==> src/rtl/bus_handoff_pkg.sv <==
package bus_handoff_pkg;

  // Ownership phase; encoding is visible on the phase port.
  typedef enum logic [1:0] {
    PH_LOCAL   = 2'b00,  // processor drives the bus
    PH_OFFERED = 2'b01,  // grant asserted, waiting for acknowledge
    PH_REMOTE  = 2'b10   // external master owns the bus
  } phase_e;

  localparam int unsigned HANDSHAKE_LINES = 2;  // request and acknowledge

endpackage

==> src/rtl/bus_handoff_sync.sv <==
// Multi-flop synchronizer for asynchronous handshake lines.
module bus_handoff_sync #(
  parameter int unsigned WIDTH  = 2,
  parameter int unsigned STAGES = 2
) (
  input  logic             clk,
  input  logic             rst_n,
  input  logic [WIDTH-1:0] d,
  output logic [WIDTH-1:0] q
);

  generate
    if (STAGES == 0) begin : g_bypass
      assign q = d;
    end else begin : g_chain
      logic [WIDTH-1:0] stg [STAGES];

      always_ff @(posedge clk or negedge rst_n) begin
        if (!rst_n) begin
          for (int i = 0; i < int'(STAGES); i++) stg[i] <= '0;
        end else begin
          stg[0] <= d;
          for (int i = 1; i < int'(STAGES); i++) stg[i] <= stg[i-1];
        end
      end

      assign q = stg[STAGES-1];
    end
  endgenerate

endmodule

==> src/rtl/bus_handoff_fsm.sv <==
// Ownership state machine: request / grant / acknowledge handshake.
module bus_handoff_fsm
  import bus_handoff_pkg::*;
(
  input  logic   clk,
  input  logic   rst_n,
  input  logic   req_on,    // synchronized, active-high request
  input  logic   ack_on,    // synchronized, active-high acknowledge
  input  logic   busy,      // processor bus cycle in progress
  output phase_e phase_q
);

  phase_e phase_d;

  always_comb begin
    phase_d = phase_q;
    unique case (phase_q)
      PH_LOCAL: begin
        // only hand over at a cycle boundary
        if (req_on && !busy) phase_d = PH_OFFERED;
      end
      PH_OFFERED: begin
        // acknowledge wins over a simultaneous withdrawal
        if (ack_on)       phase_d = PH_REMOTE;
        else if (!req_on) phase_d = PH_LOCAL;
      end
      PH_REMOTE: begin
        if (!req_on && !ack_on) phase_d = PH_LOCAL;
      end
      default: phase_d = PH_LOCAL;
    endcase
  end

  always_ff @(posedge clk or negedge rst_n) begin
    if (!rst_n) phase_q <= PH_LOCAL;
    else        phase_q <= phase_d;
  end

endmodule

==> src/rtl/bus_handoff_pins.sv <==
// Decodes the ownership phase into the pin-level controls.
module bus_handoff_pins
  import bus_handoff_pkg::*;
(
  input  phase_e     phase_q,
  output logic       grant_n,
  output logic       drv_oe,
  output logic [1:0] phase_code
);

  always_comb begin
    grant_n    = 1'b1;
    drv_oe     = 1'b0;
    unique case (phase_q)
      PH_LOCAL:   drv_oe  = 1'b1;
      PH_OFFERED: grant_n = 1'b0;
      PH_REMOTE:  ;
      default:    ;
    endcase
    phase_code = phase_q;
  end

endmodule

==> src/rtl/bus_handoff_ctl.sv <==
// Top: processor-side bus ownership handoff controller.
module bus_handoff_ctl
  import bus_handoff_pkg::*;
#(
  parameter int unsigned SYNC_STAGES = 2
) (
  input  logic       clk,
  input  logic       rst_n,
  input  logic       bus_req_n,
  input  logic       bus_ack_n,
  input  logic       cycle_busy,
  output logic       bus_grant_n,
  output logic       bus_drv_oe,
  output logic [1:0] phase
);

  localparam int unsigned LW = HANDSHAKE_LINES;

  logic [LW-1:0] hs_raw;
  logic [LW-1:0] hs_sync;
  phase_e        phase_q;

  // convert to active-high so a reset value of zero means idle
  assign hs_raw = {~bus_ack_n, ~bus_req_n};

  bus_handoff_sync #(
    .WIDTH  (LW),
    .STAGES (SYNC_STAGES)
  ) u_sync (
    .clk   (clk),
    .rst_n (rst_n),
    .d     (hs_raw),
    .q     (hs_sync)
  );

  bus_handoff_fsm u_fsm (
    .clk     (clk),
    .rst_n   (rst_n),
    .req_on  (hs_sync[0]),
    .ack_on  (hs_sync[1]),
    .busy    (cycle_busy),
    .phase_q (phase_q)
  );

  bus_handoff_pins u_pins (
    .phase_q    (phase_q),
    .grant_n    (bus_grant_n),
    .drv_oe     (bus_drv_oe),
    .phase_code (phase)
  );

endmodule

==> config.mk <==
export PLATFORM = sky130hd
export DESIGN_NAME = bus_handoff_ctl
export DESIGN_NICKNAME = d
export VERILOG_FILES = /design/src/rtl/bus_handoff_pkg.sv /design/src/rtl/bus_handoff_sync.sv /design/src/rtl/bus_handoff_fsm.sv /design/src/rtl/bus_handoff_pins.sv /design/src/rtl/bus_handoff_ctl.sv
export SDC_FILE = /design/constraint.sdc
export NUM_CORES = 1
export LEC_CHECK = 0
export BUFFER_PORTS_ARGS = -buffer_cell sky130_fd_sc_hd__buf_2
export CORE_AREA = 2 2 39 41
export DETAILED_ROUTE_END_ITERATION = 7
export DIE_AREA = 0 0 41 43
export HOLD_SLACK_MARGIN = 0.1
export PLACE_DENSITY = 0.36
export SYNTH_ARGS = -nofsm -noshare
export SYNTH_HDL_FRONTEND = slang
export SYNTH_HIERARCHICAL = 1
export SYNTH_SLANG_ARGS = --single-unit
==> constraint.sdc <==
create_clock -name clk -period 0.8 [get_ports clk]
set_input_delay 0.16 -clock clk [delete_from_list [all_inputs] [get_ports clk]]
set_output_delay 0.16 -clock clk [all_outputs]
set_load 0.02 [all_outputs]
==> metrics.yaml <==
clock_network:
  cts_buffers: 3
  cts_setup_buffers: 0
  cts_buffer_depth: 2
  htree_levels: 1
  cts.sinks: 6
  cts_tree: "built"
  path_clk_slew_ns: 0.05
  clk_latency_ns: 0.25
  clockRootBuffer: "clkbuf_4"
pwr:
  intPower_mw: 0.631
  p_seq_frac: 0.414
  power_frac_clock: 0.316
  switching_share: 0.283
  total_leakage_power_nw: 0.175
  switching_power_mw: 0.250
  totalPowerFinal_mw: 0.881
  p_comb_frac: 0.270
  powerDensity_mw_per_mm2: 2490
  vdd_drop_max_mv: 0.763
route:
  vias: 164
  vias_per_cell: 3.49
  dr.pass1.iters: 2
  drc: 0
  wl_um: 418
  avgRoutedWirePerCell_um: 8.89
  drtIter0Drc: 2
  ant_nets: 0
synthesis:
  netlist_top_cells_area: "dfrtp_1 64%, buf_4 13%, nand2b_1 8.0%, and4b_1 4.3%, inv_1 3.2%"
  syn_nets: 25
  synth_warnings: 6
  synth_area_leader_cell: "dfrtp_1"
  yosysSeqAreaShare: 0.642
  ys_ff_latch: 6
  synth_cells: 20
  synth_top_area_share: 0.642
  avgSynthCellArea_um2: 11.7
  synth_cell_types: 8
  syn_area_um2: 234
floorplan:
  start_util: 0.169
  std_cell_rows: 14
  io_pins: 9
  die-area_mm2: 0.00176
  core_mm2: 0.00138
  die_w_um: 41
  die_y_um: 43
setup_path:
  arrival_ns: 0.93
  path_class: "flop to primary output"
  r2r_cells: 2
  r2r_end: "u_fsm/phase_q[0]$_DFFE_PN0P_"
  crit_fanout: 6
  r2r_start: "u_fsm/phase_q[0]$_DFFE_PN0P_"
  cp-end-kind: "primary output"
  r2r_slack_ns: -0.08
  required_ns: 0.64
  cp-start-kind: "flop"
global_routing:
  grt.overflow.total: 0
  antenna_found_initial: 0
  grt_max_degree: 7
  grt_pass1_wl_um: 710
  grt_usage: 0.0709
  grt_pass1_vias: 174
placed_design:
  numPortBuffers: 8
  dp_slack_ns: -0.0647
  place_congestion: 0.597
  dp_hpwl_um: 267
outcome:
  outcome: "finished, violations left"
  violations: "setup timing"
timing:
  finalCritPeriodShare: 1.36
  period_minus_slack_ns: 1.09
  maxSlewHeadroom: 0.907
  tightest_slew_ns: 0.139
  hold_viol_final: 0
  finalSetupViolCount: 6
  fmax_ghz: 0.917
  worst_slack_ns: -0.291
  fin_skew_ns: 0.00619
  slew_viol_final: 0
  rsz0062_at_grt: "yes"
layout:
  antennaDiodeCount: 0
  area_growth_pct: 51.3
  drive_gt1_frac: 0.516
  finish.net_count: 38
hold_path:
  min_path_type: "input pin to flop"
  hold_depth: 3
  min_to: "u_fsm/phase_q[0]$_DFFE_PN0P_"
  worstHoldStart: "cycle_busy"
flow_run:
  drv_cap: 0
## logic make-up (layout without fill, tap and decap cells)
group                  after synthesis  in the layout  synth area share
AO/OA/AOI/OAI                        1              1            0.0268
buffers and inverters                6             17             0.160
AND/OR/NAND/NOR                      7              7             0.171
flip-flops                           6              6             0.642
## Yosys cell counts
library cell / number
and4b_1: 1
buf_4: 4
dfrtp_1: 6
inv_1: 2
nand2_1: 1
nand2b_1: 3
nor2_1: 2
o22ai_1: 1
## cells in the final DEF (no fill, tap or decap), drive strengths merged
cell type    n
o22ai        1
buf          9
nor2         2
and4b        1
dlygate4sd3  3
nand2b       3
dfrtp        6
nand2        1
clkbuf       3
inv          2
## sequential cells by signal (all words and copies together) (netlist names)
register and count:
u_fsm/phase_q 2, u_sync/q 2, u_sync/g_chain.stg 2
## final cells by class
type                    count  area [um^2]
well taps                  16         20.0
multi-input cells           8         62.6
repair buffers             12         90.1
clock buffers               3         22.5
flip-flops and latches      6          151
inverters                   2         7.51
fillers                   157         1030
## power by group through the flow
stage | logic (mW) | clock network, mW | registers, mW
after CTS | 0.216 | 0.295 | 0.366
final | 0.238 | 0.278 | 0.365
after global routing | 0.254 | 0.304 | 0.369
after detailed placement | 0.174 | 0 | 0.364
after floorplan | 0.131 | 0 | 0.361
after global placement | 0.173 | 0 | 0.361
## through the flow
step / cell area [um^2] / hold slack (ns) / TNS, ns / utilization / instances
2_1_floorplan: 236 / -0.136 / -0.0148 / - / 20
3_3_place_gp: 274 / -0.00920 / -0.0904 / 0.198 / 41
3_5_place_dp: 274 / -0.00975 / -0.144 / 0.198 / 41
4_1_cts: 344 / 0.225 / -1.13 / 0.249 / 47
5_1_grt: 354 / 0.244 / -1.28 / 0.256 / 47
6_report: 354 / 0.232 / -1.08 / 0.256 / 47
## how the worst max path moves through the flow
stage / from / to / depth (start not counted)
finish: u_fsm/phase_q[0]$_DFFE_PN0P_ / bus_drv_oe / 2
CTS: u_fsm/phase_q[1]$_DFFE_PN0P_ / bus_grant_n / 2
detailed placement: u_fsm/phase_q[0]$_DFFE_PN0P_ / u_fsm/phase_q[0]$_DFFE_PN0P_ / 2
floorplan: u_fsm/phase_q[0]$_DFFE_PN0P_ / u_fsm/phase_q[0]$_DFFE_PN0P_ / 2
global placement: u_fsm/phase_q[0]$_DFFE_PN0P_ / u_fsm/phase_q[0]$_DFFE_PN0P_ / 2
global route: u_fsm/phase_q[0]$_DFFE_PN0P_ / bus_drv_oe / 2
## critical path: stages (launching register included)
cell	delay, ns
dfrtp_2	0.45
nor2_2	0.11
buf_6	0.13
## routing by layer
layer  routed length [um]  share of wire  track usage
met4                    8          0.019       0.0600
met2                  209           0.50       0.0844
met3                   41          0.098       0.0785
met1                  160           0.38       0.0629
met5                    0              0            0
## what timing repair did
action,4_1_cts,5_1_grt
pin swaps,0,0
cloned,0,0
setup endpoints to repair,5,6
hold buffers,3,0
gates resized for setup,5,2
hold endpoints to repair,8,0
Power figures use the tool's default switching activity.
